--- src/rtl/spi_pg_pkg.sv ---
package spi_pg_pkg;
  localparam logic [7:0] OP_READ   = 8'h60;
  localparam logic [7:0] OP_WRITE  = 8'h61;
  localparam logic [7:0] ADR_PAGE  = 8'hFF;
  localparam logic [7:0] ADR_STAT  = 8'hFE;
  localparam logic [7:0] ADR_DPORT = 8'hF0;
  localparam int STAT_RACK_BIT = 5;
  localparam int STAT_IDLE_BIT = 7;

  function automatic logic [7:0] stat_byte(input logic idle, input logic rack);
    logic [7:0] s;
    s = 8'h00;
    s[STAT_IDLE_BIT] = idle;
    s[STAT_RACK_BIT] = rack;
    return s;
  endfunction

  function automatic logic is_local(input logic [7:0] a);
    return (a == ADR_PAGE) || (a == ADR_STAT) || (a == ADR_DPORT);
  endfunction
endpackage

--- src/rtl/spi_pg_shift.sv ---
module spi_pg_shift (
  input  logic       clk,
  input  logic       rst_n,
  input  logic       cs_n,
  input  logic       sclk,
  input  logic       mosi,
  input  logic [7:0] tx_byte,
  output logic       miso,
  output logic       byte_done,
  output logic [7:0] rx_byte,
  output logic       frame_end
);
  logic [2:0] s_sclk, s_cs;
  logic [1:0] s_mosi;
  logic [2:0] bit_cnt;
  logic [7:0] rx_sh, tx_sh;
  logic       sclk_rise, sclk_fall, cs_act;

  always_ff @(posedge clk) begin
    if (!rst_n) begin
      s_sclk <= 3'b000;
      s_cs   <= 3'b111;
      s_mosi <= 2'b00;
    end else begin
      s_sclk <= {s_sclk[1:0], sclk};
      s_cs   <= {s_cs[1:0], cs_n};
      s_mosi <= {s_mosi[0], mosi};
    end
  end

  assign sclk_rise = s_sclk[1] & ~s_sclk[2];
  assign sclk_fall = ~s_sclk[1] & s_sclk[2];
  assign cs_act    = ~s_cs[1];
  assign frame_end = s_cs[1] & ~s_cs[2];

  always_ff @(posedge clk) begin
    if (!rst_n || !cs_act) begin
      bit_cnt   <= 3'd0;
      rx_sh     <= 8'h00;
      tx_sh     <= 8'h00;
      byte_done <= 1'b0;
    end else begin
      byte_done <= sclk_rise && (bit_cnt == 3'd7);
      if (sclk_rise) begin
        rx_sh   <= {rx_sh[6:0], s_mosi[1]};
        bit_cnt <= bit_cnt + 3'd1;
      end
      if (byte_done)
        tx_sh <= tx_byte;
      else if (sclk_fall && bit_cnt != 3'd0)
        tx_sh <= {tx_sh[6:0], 1'b0};
    end
  end

  assign rx_byte = rx_sh;
  assign miso    = cs_act & tx_sh[7];

  assert_byte_edge_R1: assert property (@(posedge clk) disable iff (!rst_n)
    byte_done |-> $past(sclk_rise));
  assert_idle_miso_R1: assert property (@(posedge clk) disable iff (!rst_n)
    s_cs[1] |-> !miso);
endmodule

--- src/rtl/spi_pg_stage.sv ---
module spi_pg_stage #(
  parameter int NBYTES = 8
) (
  input  logic              clk,
  input  logic              rst_n,
  input  logic              load,
  input  logic [8*NBYTES-1:0] load_data,
  input  logic              pop,
  input  logic              clr,
  output logic              rack,
  output logic [7:0]        pop_byte
);
  localparam int PW = (NBYTES > 1) ? $clog2(NBYTES) : 1;
  localparam logic [PW-1:0] LAST = PW'(NBYTES - 1);

  logic [8*NBYTES-1:0] data;
  logic [PW-1:0]       ptr;

  always_ff @(posedge clk) begin
    if (!rst_n) begin
      data <= '0;
      ptr  <= '0;
      rack <= 1'b0;
    end else if (load) begin
      data <= load_data;
      ptr  <= '0;
      rack <= 1'b1;
    end else if (clr) begin
      rack <= 1'b0;
    end else if (pop && rack) begin
      ptr <= ptr + 1'b1;
      if (ptr == LAST) rack <= 1'b0;
    end
  end

  assign pop_byte = rack ? data[{ptr, 3'b000} +: 8] : 8'h00;

  assert_rack_set_R6: assert property (@(posedge clk) disable iff (!rst_n)
    $rose(rack) |-> $past(load));
  assert_rack_clear_R7: assert property (@(posedge clk) disable iff (!rst_n)
    $fell(rack) |-> ($past(clr) || ($past(pop) && $past(ptr) == LAST)));
endmodule

--- src/rtl/spi_page_slave.sv ---
module spi_page_slave #(
  parameter int NBYTES = 8
) (
  input  logic        clk,
  input  logic        rst_n,
  input  logic        spi_cs_n,
  input  logic        spi_sclk,
  input  logic        spi_mosi,
  output logic        spi_miso,
  output logic        bk_req,
  output logic        bk_we,
  output logic [7:0]  bk_page,
  output logic [7:0]  bk_addr,
  output logic [63:0] bk_wdata,
  output logic [3:0]  bk_wbytes,
  input  logic        bk_ack,
  input  logic [63:0] bk_rdata
);
  import spi_pg_pkg::*;
  localparam int DW = 8 * NBYTES;
  localparam int CW = 4;
  localparam logic [CW-1:0] NB_C = CW'(NBYTES);

  logic       byte_done, frame_end;
  logic [7:0] rx_byte, tx_byte;
  logic [3:0] idx;
  logic [7:0] cmd_q, addr_q, page_q;
  logic [DW-1:0] wbuf;
  logic [CW-1:0] wcnt;
  logic       rack;
  logic [7:0] pop_byte;
  logic       addr_evt, rd_addr_evt, stage_pop, stage_clr, stage_load;
  logic       launch_rd, launch_wr;

  spi_pg_shift u_shift (
    .clk(clk), .rst_n(rst_n), .cs_n(spi_cs_n), .sclk(spi_sclk),
    .mosi(spi_mosi), .tx_byte(tx_byte), .miso(spi_miso),
    .byte_done(byte_done), .rx_byte(rx_byte), .frame_end(frame_end)
  );

  spi_pg_stage #(.NBYTES(NBYTES)) u_stage (
    .clk(clk), .rst_n(rst_n), .load(stage_load), .load_data(bk_rdata[DW-1:0]),
    .pop(stage_pop), .clr(stage_clr), .rack(rack), .pop_byte(pop_byte)
  );

  assign addr_evt    = byte_done && (idx == 4'd1);
  assign rd_addr_evt = addr_evt && (cmd_q == OP_READ);
  assign stage_pop   = rd_addr_evt && (rx_byte == ADR_DPORT);
  assign stage_clr   = rd_addr_evt && !is_local(rx_byte);
  assign stage_load  = bk_req && bk_ack && !bk_we;
  assign launch_rd   = stage_clr && !bk_req;
  assign launch_wr   = frame_end && (cmd_q == OP_WRITE) && !is_local(addr_q)
                       && (wcnt != '0) && !bk_req;

  always_comb begin
    tx_byte = 8'h00;
    if (rd_addr_evt) begin
      case (rx_byte)
        ADR_STAT:  tx_byte = stat_byte(!bk_req, rack);
        ADR_DPORT: tx_byte = pop_byte;
        ADR_PAGE:  tx_byte = page_q;
        default:   tx_byte = 8'h00;
      endcase
    end
  end

  always_ff @(posedge clk) begin
    if (!rst_n) begin
      idx <= 4'd0; cmd_q <= 8'h00; addr_q <= 8'h00; page_q <= 8'h00;
      wbuf <= '0; wcnt <= '0;
    end else if (frame_end) begin
      idx <= 4'd0; cmd_q <= 8'h00; wbuf <= '0; wcnt <= '0;
    end else if (byte_done) begin
      if (idx != 4'hF) idx <= idx + 4'd1;
      if (idx == 4'd0) cmd_q <= rx_byte;
      if (idx == 4'd1) addr_q <= rx_byte;
      if (idx >= 4'd2 && cmd_q == OP_WRITE) begin
        if (addr_q == ADR_PAGE) begin
          if (idx == 4'd2) page_q <= rx_byte;
        end else if (!is_local(addr_q) && wcnt < NB_C) begin
          wbuf[{wcnt, 3'b000} +: 8] <= rx_byte;
          wcnt <= wcnt + 1'b1;
        end
      end
    end
  end

  always_ff @(posedge clk) begin
    if (!rst_n) begin
      bk_req <= 1'b0; bk_we <= 1'b0; bk_page <= 8'h00; bk_addr <= 8'h00;
      bk_wdata <= '0; bk_wbytes <= '0;
    end else if (bk_req) begin
      if (bk_ack) bk_req <= 1'b0;
    end else if (launch_rd) begin
      bk_req <= 1'b1; bk_we <= 1'b0; bk_page <= page_q; bk_addr <= rx_byte;
      bk_wbytes <= '0;
    end else if (launch_wr) begin
      bk_req <= 1'b1; bk_we <= 1'b1; bk_page <= page_q; bk_addr <= addr_q;
      bk_wdata <= 64'(wbuf); bk_wbytes <= wcnt;
    end
  end

  assert_req_hold_R4: assert property (@(posedge clk) disable iff (!rst_n)
    (bk_req && !bk_ack) |=> (bk_req && $stable(bk_addr) && $stable(bk_we) && $stable(bk_page)));
  assert_local_quiet_R9: assert property (@(posedge clk) disable iff (!rst_n)
    (addr_evt && is_local(rx_byte)) |=> !$rose(bk_req));
  assert_wcnt_limit_R8: assert property (@(posedge clk) disable iff (!rst_n)
    wcnt <= NB_C);
  assert_cmd_gate_R2: assert property (@(posedge clk) disable iff (!rst_n)
    $rose(bk_req) |-> ($past(cmd_q) == OP_READ || $past(cmd_q) == OP_WRITE));
endmodule

--- config.mk ---
export PLATFORM = sky130hd
export DESIGN_NAME = spi_page_slave
export DESIGN_NICKNAME = d
export VERILOG_FILES = /design/src/rtl/spi_pg_pkg.sv /design/src/rtl/spi_pg_shift.sv /design/src/rtl/spi_pg_stage.sv /design/src/rtl/spi_page_slave.sv
export SDC_FILE = /design/constraint.sdc
export NUM_CORES = 1
export LEC_CHECK = 0
export BUFFER_PORTS_ARGS = -buffer_cell sky130_fd_sc_hd__buf_2
export CORE_MARGIN = 2
export CORE_UTILIZATION = 60
export DETAILED_ROUTE_END_ITERATION = 8
export PLACE_DENSITY = 0.84
export SKIP_CTS_REPAIR_TIMING = 1
export SLEW_MARGIN = 20
export SYNTH_ARGS = -nofsm -noshare
export SYNTH_HDL_FRONTEND = slang
export SYNTH_SLANG_ARGS = --single-unit
--- constraint.sdc ---
create_clock -name clk -period 5.35 [get_ports clk]
set_input_delay 0.2675 -clock clk [delete_from_list [all_inputs] [get_ports clk]]
set_output_delay 0.2675 -clock clk [all_outputs]
set_load 0.05 [all_outputs]
### Yosys cells after proc, flatten, opt, wreduce, memory -nomap -nowiden

Cells that the tools add are included.

| word-level totals | value |
|---|---|
| logic and storage cells | 125 |
| input bits | 70 |
| output and inout port bits | 87 |
| register bits after elaboration | 278 |

| cells by class | value |
|---|---|
| multiplexer cells | 22 |
| magnitude comparators | 2 |
| equal/unequal tests | 13 |
| bitwise logic cells | 14 |
| reductions and logical operators | 44 |
| $add $sub $neg | 5 |
| shift operators | 3 |

Operators by type and width:

| cell | number |
|---|---|
| $bwmux W64 | 1 |
| $mux W8 | 8 |
| $shift A8 B9 Y64 const A | 1 |
| $shiftx A64 B7 Y8 | 1 |
| $shiftx A8 B9 Y64 | 1 |
| $eq A8 B8 Y1 const B | 6 |
| $pmux W8 S3 | 1 |
| $eq A8 B7 Y1 const B | 2 |
| $logic_and A1 B1 Y1 | 16 |
| $mux W1 | 10 |
| $not A1 Y1 | 10 |
| $reduce_and A2 Y1 | 5 |
| $neg A7 Y9 | 1 |
| $reduce_bool A3 Y1 | 3 |
| $add A4 B1 Y4 const B | 2 |
| $mux W4 | 2 |
| $add A3 B1 Y3 const B | 2 |
| $eq A3 B3 Y1 const B | 2 |
| $reduce_and A3 Y1 | 2 |
| $logic_not A1 Y1 | 5 |
| $logic_or A1 B1 Y1 | 5 |
| $reduce_and A5 Y1 | 1 |
| $and A1 B1 Y1 | 4 |
| $eq A4 B1 Y1 const B | 1 |
| 9 further kinds | 11 |

### Depth between registers and ports, before layout

Gate-level depths: netlist of run 1.

| logic depth | value |
|---|---|
| depth in word-level cells | 10 |
| gate-level depth with buffers | 10 |
| depth with buffers taken out | 7 |

### Hierarchy

Synthesis of run 1 repeated with hierarchy kept, for this count alone.

| unflattened totals | value |
|---|---|
| cells, all modules | 1,278 |
| area, all modules | 11,622.4 sq um |

By module, submodules not included:

| module | cells each | sequential area each (sq um) | instances | area an instance (sq um) |
|---|---|---|---|---|
| spi_page_slave | 882 | 3,643.5 | 1 | 7,409.6 |
| spi_pg_stage | 274 | 1,361.3 | 1 | 3,125.5 |
| spi_pg_shift | 122 | 560.5 | 1 | 1,087.3 |

### Worst setup path before layout of run 1

OpenSTA, ideal clock, no wires.

| path | value |
|---|---|
| path type | register to register |
| start | reg wcnt[0] |
| end | reg bk_wdata[24] |
| required time | 5.218 ns |
| period minus slack after synthesis | 2.243 ns |
| cell stages (with the launch flop) | 11 |
| setup time | 0.132 ns |
| data arrival time | 2.110 ns |
| path slack | 3.107 ns |
| buffers on the path | 3 |
| cell sequence | dfxtp_1 > inv_1 > ha_1 > or3b_1 > or3b_1 > or3_1 > buf_2 > buf_2 > buf_2 > nand2_1 > a21oi_1 |

| between the ends | value |
|---|---|
| longest elaborated chain between the ends | 4 |

RTL lines:

| item | line | text |
|---|---|---|
| start: declaration | spi_page_slave.sv:29 | `logic [CW-1:0] wcnt;` |
| start signal: assignment | spi_page_slave.sv:82 | `wcnt <= wcnt + 1'b1;` |
| $reduce_bool A4 Y1 | spi_page_slave.sv:53 | `&& (wcnt != '0) && !bk_req;` |
| $logic_and A1 B1 Y1 (2 in a row) | spi_page_slave.sv:53 |  |
| $reduce_and A3 Y1 (no line) | - |  |
| end signal: assignment | spi_page_slave.sv:99 | `bk_wdata <= 64'(wbuf); bk_wbytes <= wcnt;` |
| end: declaration | spi_page_slave.sv:14 | `output logic [63:0] bk_wdata,` |

Every way passes these cells.
A chain may end at the register's enable or synchronous reset.

### Final worst setup path of run 1

| path | value |
|---|---|
| start | reg wcnt[0] |
| end | reg bk_wbytes[2] |

| between the ends | value |
|---|---|
| longest elaborated chain between the ends | 5 |

RTL lines:

| item | line | text |
|---|---|---|
| $reduce_bool A4 Y1 | spi_page_slave.sv:53 |  |
| $logic_and A1 B1 Y1 (2 in a row) | spi_page_slave.sv:53 |  |
| $reduce_bool A2 Y1 (no line) | - |  |
| $reduce_and A2 Y1 (no line) | - |  |
| end signal: assignment | spi_page_slave.sv:99 |  |
| end: declaration | spi_page_slave.sv:15 | `output logic [3:0] bk_wbytes,` |

Every way passes these cells.

==> key figures, run 1 <==
Setup path
  • Required @ worst endpoint: 5.73 ns
  • R2R depth: 8
  • Max Fanout on Critical Path: 58
  • Startpoint Class: register
  • R2r endpoint: bk_wbytes[2]
  • Crit Path Class: register to register
  • Arrival @ worst endpoint: 3.58 ns
  • FF-to-FF Start: wcnt[0]
  • Reg2reg setup slack: 2.15 ns
  • CP endpoint kind: register

Worst hold path
  • Endpoint, Worst Hold: u_stage.data[17]
  • Worst hold path startpoint: bk_rdata[17]
  • Hold WC Path Type: primary input to register
  • Min-Delay Path Depth: 3

Place
  • Dpl ws: 2.219 ns
  • Placed cell area: 0.01155 mm2
  • Port-buffer cells: 156
  • Routability cong.: 0.9913
  • DP HPWL: 17720 um

Layout
  • Commonest non-fill, non-tap cell in the layout: nand2_1
  • Area delta synth->final: 17.16%
  • Most frequent cells in the layout: nand2_1, dfxtp_1, a21oi_1
  • Post-route cell area: 0.01264 mm2
  • Layout cells sized above 1: 16.97%
  • Seq. cell area: 0.005565 mm2
  • Final Net Count: 1479
  • Multi-input logic area: 0.004827 mm2
  • # fillers: 1362
  • # diodes: 0

Timing
  • Crit path time final: 3.203 ns
  • Slew HR: 30.06%
  • Fmax: 312.2 MHz
  • Setup WS post-layout: 2.147 ns
  • Final hold vios: 20
  • Least-Margin Pin Slew: 1.043 ns
  • Final setup viols: 0
  • Setup TNS: 0 ns
  • Clk_skew: 0.01497 ns
  • Final period util: 59.86%
  • RSZ-0062 raised after global routing: no
  • Fin. max-slew vios: 0
  • Min Hold Slack: -0.02408 ns

Power
  • Leakage: 4.728 nW
  • Power density over cell area: 313.6 mW/mm2
  • Max IR drop VDD: 0.0002388 V

Yosys
  • Number of synthesized flops with an enable pin: 0
  • Synthesis-stage register bit count: 278
  • Yosys warns: 0
  • Synth top area share: 51.58%
  • Post-synthesis sequential area ratio: 51.58%
  • Mean Syn Cell Area: 8.455 um2
  • Synth Net Count: 1357
  • Ys flop type: dfxtp_1
  • Synth async-reset ratio: 0%
  • Main area contributors after synthesis: dfxtp_1, nand2_1, a21oi_1
  • Synthesized cell area: 0.01079 mm2
  • Post-synth top area cell: dfxtp_1
  • Post-Syn Instances: 1276
  • Synth cell types: 52

Outcome
  • Failing checks: hold timing
  • Outcome: finished, violations left

GRT
  • Largest net degree at the start of global routing: 100
  • First-pass GRT wire length: 43150 um
  • GRT overflow: 0
  • GRT Util Overall: 26.98%
  • Initial antenna violation count: 0
  • Number of global-route vias before repair: 8731

Detailed routing
  • DR vias/cell: 5.724
  • Final ANT Viol Nets: 0
  • Avg WL per Cell: 16.72 um
  • # DRC: 0
  • Via count: 9405
  • WL final: 27470 um
  • DRT iter0 DRCs: 812
  • DRT Pass-1 Iters: 5

Clock network
  • Num Clock Sinks: 278
  • Worst skew pair latency: 0.52 ns
  • TritonCTS clock tree: done
  • Clock Path Buffers: 3
  • CTS root buf: clkbuf_16
  • Cts bufs inserted: 27
  • H-tree levels: 1
  • Worst-path clk slew: 0.06 ns

Flow run
  • Max cap viols: 0

Die
  • Num rows: 49
  • IO Count: 157
  • Core area: 0.01778 mm2
  • Die width: 138.1 um
  • Die area: 0.01907 mm2
  • Starting Density: 60.68%
  • Die Height: 138.1 um
-- metal layers --
metal	vias up	global-route usage [%]	wire length, um
met5	-	0	0
met4	0	10.79	1185
met3	91	3.879	1531
met2	349	46.07	13500
met1	4412	34.71	11250
li1	4553	-	-
-- stage by stage --
| step | power, W | cells | utilization, % | hold slack [ns] |
|---|---|---|---|---|
| 2_1_floorplan | 0.002156 | 1276 | - | 0.3690 |
| 3_3_place_gp | 0.002191 | 1574 | 64.97 | 0.3939 |
| 3_5_place_dp | 0.002190 | 1574 | 64.98 | 0.3954 |
| 4_1_cts | 0.003972 | 1619 | 69.75 | -0.08923 |
| 5_1_grt | 0.004066 | 1643 | 71.10 | -0.0001726 |
| 6_report | 0.003964 | 1643 | 71.10 | -0.02408 |
-- final cells by class --
type	instances	area share [%]
clock buffer	42	6.582
timing repair buffer	186	8.532
tap	229	2.267
clock inverter	3	0.1188
multi-input combinational	896	38.19
sequential	278	44.03
inverter	9	0.2870
-- cell usage after synthesis (all sizes together) (4+ instances only) --
library cell and number:
o31ai 5, buf 24, mux2i 43, clkbuf 69
mux4 16, inv 8, a31oi 8, ha 11
o21ai 67, nand2b 10, nor2 43, nor3 6
nor4 7, and2 8, a21oi 164, xnor2 6
or4 4, mux2 5, nand3 68, dfxtp 278
nand2 379, nand4 10
-- worst max-delay path by stage --
stage | from | end
floorplan | wcnt[0] | bk_wdata[24]
detailed placement | wcnt[0] | bk_wbytes[2]
global placement | wcnt[0] | bk_wbytes[2]
CTS | wcnt[0] | bk_wbytes[2]
finish | wcnt[0] | bk_wbytes[2]
global route | wcnt[0] | bk_addr[4]
-- critical path, stage by stage (launching register included) --
cell and delay, ns:
dfxtp_1 0.54, inv_1 0.22, ha_1 0.32, or3b_1 0.22
or3b_1 0.38, or3_2 0.65, buf_4 0.39, nand2_1 0.19
o22ai_1 0.10
-- registers in the layout, summed over array words and instances, names as in the netlist --
| register | flops |
|---|---|
| u_shift.s_mosi | 2 |
| u_shift.s_sclk | 3 |
| u_shift.bit_cnt | 3 |
| bk_page | 8 |
| bk_addr | 8 |
| bk_we | 1 |
| bk_req | 1 |
| idx | 4 |
| cmd_q | 8 |
| wcnt | 4 |
| u_shift.s_cs | 3 |
| bk_wdata | 64 |
| u_stage.data | 64 |
| bk_wbytes | 4 |
| u_shift.byte_done | 1 |
| u_shift.tx_sh | 8 |
| u_shift.rx_byte | 8 |
| wbuf | 64 |
| u_stage.rack | 1 |
| page_q | 8 |
| addr_q | 8 |
| u_stage.ptr | 3 |
-- cells by family (layout without fill, tap and decap cells) --
family / Yosys count / after routing / synth area share [%]
compound gates: 255 / 255 / 12.36
xor+xnor: 7 / 7 / 0.5683
flops: 278 / 278 / 51.58
fa+ha+maj: 11 / 11 / 1.276
mux: 64 / 64 / 7.851
buf+inv: 102 / 240 / 3.839
simple gates: 559 / 559 / 22.52
-- where the power goes --
part / internal, W / switching (W) / total (W) / leakage (nW)
sequential: 0.00207 / 0.000000968 / 0.00207 / 2.24
combinational: 0.0000347 / 0.0000521 / 0.0000868 / 2.07
clock: 0.00106 / 0.000749 / 0.00180 / 0.422
total: 0.00316 / 0.000802 / 0.00396 / 4.73
(Power assumes the default switching activity.)
==> run 2: changes to the inputs <==
- CORE_UTILIZATION: 60 -> 57
- PLACE_DENSITY: 0.84 -> 0.81
- clock period: 5.35 -> 3.1 ns (I/O delays scaled with it)
==> key figures, run 2 (synthesis gave the netlist of run 1 again) <==
Outcome
  • Outcome: finished, final reports clean

Layout
  • Commonest non-fill, non-tap cell in the layout: nand2_1
  • Layout cells sized above 1: 17.54%
  • Final Util: 71.57%
  • Most frequent cells in the layout: nand2_1, dfxtp_1, a21oi_1
  • Final Net Count: 1542
  • # fillers: 1352
  • Top flop regs: bk_wdata (64), u_stage.data (64), wbuf (64)
  • Area delta synth->final: 23.67%
  • Finished Layout Cells: 1717

Detailed routing
  • Final ANT Viol Nets: 0
  • Via count: 9986
  • DR vias/cell: 5.816
  • WL final: 30670 um
  • DRT iter0 DRCs: 890
  • Avg WL per Cell: 17.86 um
  • # DRC: 0
  • DRT Pass-1 Iters: 6

Die
  • IO Count: 157
  • Die area: 0.02004 mm2
  • Starting Density: 57.87%
  • Die width: 141.6 um
  • Core area: 0.01864 mm2
  • Num rows: 50
  • Die Height: 141.6 um

Timing
  • Final setup viols: 0
  • Least-Margin Pin Slew: 0.7970 ns
  • RSZ-0062 raised after global routing: no
  • Final hold vios: 0
  • Crit path time final: 2.890 ns
  • Fmax: 346.0 MHz
  • Slew HR: 46.76%
  • Final period util: 93.22%
  • Clk_skew: 0.01064 ns
  • Fin. max-slew vios: 0
  • Setup TNS: 0 ns

GRT
  • GRT overflow: 0
  • GRT Util Overall: 26.67%
  • First-pass GRT wire length: 43820 um
  • Number of global-route vias before repair: 8926
  • Largest net degree at the start of global routing: 65
  • Initial antenna violation count: 1

Place
  • DP HPWL: 18060 um
  • Routability cong.: 0.9323
  • Port-buffer cells: 156
  • Placed Cells: 1595

Power
  • Pwr Total: 0.007158 W
  • Power density over cell area: 536.4 mW/mm2
  • Leakage: 5.049 nW
  • Max IR drop VDD: 0.0004055 V

Setup path
  • Crit Path Class: register to register
  • CP endpoint kind: register
  • Arrival @ worst endpoint: 3.29 ns
  • Required @ worst endpoint: 3.50 ns
  • Max Fanout on Critical Path: 56
  • Startpoint Class: register

Clock network
  • Num Clock Sinks: 278
  • CTS root buf: clkbuf_16
  • Clock Path Buffers: 3
  • TritonCTS clock tree: done
  • Worst-path clk slew: 0.06 ns
  • H-tree levels: 1
  • Worst skew pair latency: 0.54 ns
  • Cts bufs inserted: 28

Flow run
  • Max cap viols: 0

Worst hold path
  • Hold WC Path Type: primary input to register
-- run 2: cell types whose count changed in the layout (fill, tap and decap cells not counted), moves of 2 or more --
cell           change
clkbuf_16          +2
dlygate4sd3_1     +46
buf_4             +13
buf_12             +3
clkbuf_8           -2
clkbuf_1           +2
clkinv_2           +2
-- run 2: layer usage --
| metal | share of wire [%] | wire length, um | global-route usage (%) |
|---|---|---|---|
| met5 | 0 | 0 | 0 |
| met4 | 5.7 | 1734 | 11.95 |
| met3 | 6.3 | 1943 | 3.915 |
| met2 | 49 | 15120 | 44.89 |
| met1 | 39 | 11860 | 34.22 |
-- run 2: final cells by class --
| cell class | instances | area [um2] | area share, % |
|---|---|---|---|
| antenna | 1 | 2.502 | 0.01875 |
| multi-input combinational | 896 | 4825 | 36.16 |
| tap | 234 | 292.8 | 2.194 |
| clock inverter | 7 | 62.56 | 0.4689 |
| timing repair buffer | 248 | 1697 | 12.72 |
| clock buffer | 44 | 862.1 | 6.461 |
| inverter | 9 | 36.28 | 0.2719 |
| sequential | 278 | 5565 | 41.71 |
-- run 2: report_power, final --
part	total, W	switching (W)	internal [W]
Sequential	0.00358	0.00000162	0.00358
Combinational	0.000207	0.000104	0.000103
Clock	0.00337	0.00139	0.00198
Total	0.00716	0.00150	0.00566
-- run 2: stage by stage --
stage	instance area (um2)	setup WS, ns	hold WS [ns]
detailed placement	11720	0.3073	0.3450
floorplan	10790	0.8573	0.2565
global route	13340	0.08848	0.3884
CTS	12640	0.2166	-0.2043
finish	13340	0.2102	0.3551
global placement	11700	0.4036	0.3447
-- run 2: final timing paths --
path	end	cells after the start	start	slack (ns)
worst max register to register	bk_wdata[26]	8	wcnt[0]	0.21
worst min register to register	u_shift.s_cs[1]	1	u_shift.s_cs[0]	0.41
worst min-delay path	u_shift.s_sclk[0]	3	spi_sclk	0.36
worst max-delay path	bk_wdata[26]	8	wcnt[0]	0.21
-- run 2: worst max-delay path, stage by stage, from the launching register on --
cell     delay (ns)
dfxtp_1        0.54
inv_1          0.13
ha_1           0.29
or3b_1         0.23
or3b_1         0.39
or3_2          0.67
buf_12         0.29
nand2_1        0.10
a21oi_1        0.08
==> run 3: changes to the inputs <==
- RECOVER_POWER: default -> 100
==> key figures, run 3 (synthesis gave the netlist of run 1 again) <==
Clock network
  • Cts bufs inserted: 28
  • Worst skew pair latency: 0.54 ns
  • TritonCTS clock tree: done
  • Num Clock Sinks: 278
  • H-tree levels: 1
  • CTS root buf: clkbuf_16
  • Clock Path Buffers: 3
  • Worst-path clk slew: 0.06 ns

Detailed routing
  • DRT Pass-1 Iters: 6
  • DR vias/cell: 5.814
  • Avg WL per Cell: 17.90 um
  • DRT iter0 DRCs: 787
  • WL final: 30740 um
  • Final ANT Viol Nets: 0
  • Via count: 9983
  • # DRC: 0

Die
  • Die Height: 141.6 um
  • Die area: 0.02004 mm2
  • Num rows: 50
  • Die width: 141.6 um
  • Starting Density: 57.87%
  • IO Count: 157
  • Core area: 0.01864 mm2

Timing
  • Fin. max-slew vios: 0
  • Crit path time final: 2.945 ns
  • Final period util: 95.00%
  • Setup TNS: 0 ns
  • Fmax: 339.6 MHz
  • Min Hold Slack: 0.3523 ns
  • Final hold vios: 0
  • Clk_skew: 0.01093 ns
  • Final setup viols: 0
  • Least-Margin Pin Slew: 0.9583 ns
  • Slew HR: 36.12%

Layout
  • Final Util: 70.70%
  • # fillers: 1403
  • Multi-input logic area: 0.004797 mm2
  • Top flop regs: bk_wdata (64), u_stage.data (64), wbuf (64)
  • Most frequent cells in the layout: nand2_1, dfxtp_1, a21oi_1
  • Commonest non-fill, non-tap cell in the layout: nand2_1
  • Seq. cell area: 0.005565 mm2
  • Post-route cell area: 0.01318 mm2
  • Layout cells sized above 1: 11.20%
  • Area delta synth->final: 22.16%
  • Final Net Count: 1542

Setup path
  • Crit-path max cell delay: 0.67 ns
  • Slowest CP cell: or3_2
  • Arrival @ worst endpoint: 3.33 ns
  • Max Fanout on Critical Path: 56
  • CP endpoint kind: register
  • Startpoint Class: register
  • R2R depth: 8
  • Crit Path Class: register to register
  • Required @ worst endpoint: 3.49 ns
  • CP most frequent cell: or3b_1
  • CP cell instances: inv_1 -> ha_1 -> or3b_1 -> or3b_1 -> or3_2 -> buf_8 -> nand2_1 -> a21oi_1

Power
  • Sw Share: 20.97%
  • Max IR drop VDD: 0.0004043 V
  • Internal power: 0.005658 W
  • Clk pwr share: 47.2%
  • Leakage: 4.619 nW
  • Sw power: 0.001501 W
  • Comb power frac: 2.8%
  • Power density over cell area: 543.1 mW/mm2
  • Sequential Power Share: 50.0%

Place
  • Routability cong.: 0.9323
  • Placed cell area: 0.01172 mm2
  • Port-buffer cells: 156
  • DP HPWL: 18060 um

Worst hold path
  • Hold WC Path Type: primary input to register
  • Min-Delay Path Depth: 3

GRT
  • Largest net degree at the start of global routing: 65
  • GRT Util Overall: 26.67%
  • First-pass GRT wire length: 43820 um
  • Number of global-route vias before repair: 8926
  • GRT overflow: 0
  • Initial antenna violation count: 1

Flow run
  • Max cap viols: 0

Outcome
  • Outcome: finished, final reports clean
==> run 3: cell count changes in the layout (fill, tap and decap cells not counted), sizes merged <==
cell | previous run | this run
clkbuf | 44 | 134
buf | 178 | 88
==> run 3: worst paths after layout <==
check                   from                end  slack (ns)
min reg2reg  u_shift.s_cs[0]    u_shift.s_cs[1]        0.41
max reg2reg          wcnt[0]       bk_wdata[60]        0.16
max                  wcnt[0]       bk_wdata[60]        0.16
min                 spi_sclk  u_shift.s_sclk[0]        0.35
==> run 3: metal layers <==
metal	GRT usage, %	routed length [um]	vias to the layer above
met5	0	0	-
met1	34.22	11890	4691
li1	-	-	4684
met2	44.89	15330	483
met4	11.95	1477	0
met3	3.915	2044	125
==> run 3: power groups by stage <==
stage	Clock (W)	Sequential, W	Combinational (W)
2_1_floorplan	0	0.00366	0.0000634
3_3_place_gp	0	0.00366	0.000130
3_5_place_dp	0	0.00366	0.000129
4_1_cts	0.00336	0.00358	0.000129
5_1_grt	0.00356	0.00358	0.000216
6_report	0.00338	0.00358	0.000204
==> run 3: final cells by class <==
| type | instances | area share (%) |
|---|---|---|
| clock buffers | 44 | 6.541 |
| multi-input cells | 896 | 36.40 |
| inverters | 9 | 0.2753 |
| clock inverters | 7 | 0.4747 |
| flip-flops and latches | 278 | 42.23 |
| well taps | 234 | 2.221 |
| diodes | 1 | 0.01899 |
| repair buffers | 248 | 11.85 |
==> run 3: metrics by stage <==
step | cells | power (W) | setup WS (ns)
after floorplan | 1276 | 0.003720 | 0.8573
after global placement | 1594 | 0.003787 | 0.4036
after detailed placement | 1595 | 0.003786 | 0.3073
after CTS | 1646 | 0.007064 | 0.2166
after global routing | 1716 | 0.007348 | -0.07972
final | 1717 | 0.007159 | 0.1551
==> run 3: critical path: cells and delay by family (launching register included) <==
family / cells / cell delay (ns)
flops: 1 / 0.54
simple gates: 4 / 1.44
buf+inv: 2 / 0.44
compound gates: 1 / 0.08
fa+ha+maj: 1 / 0.28
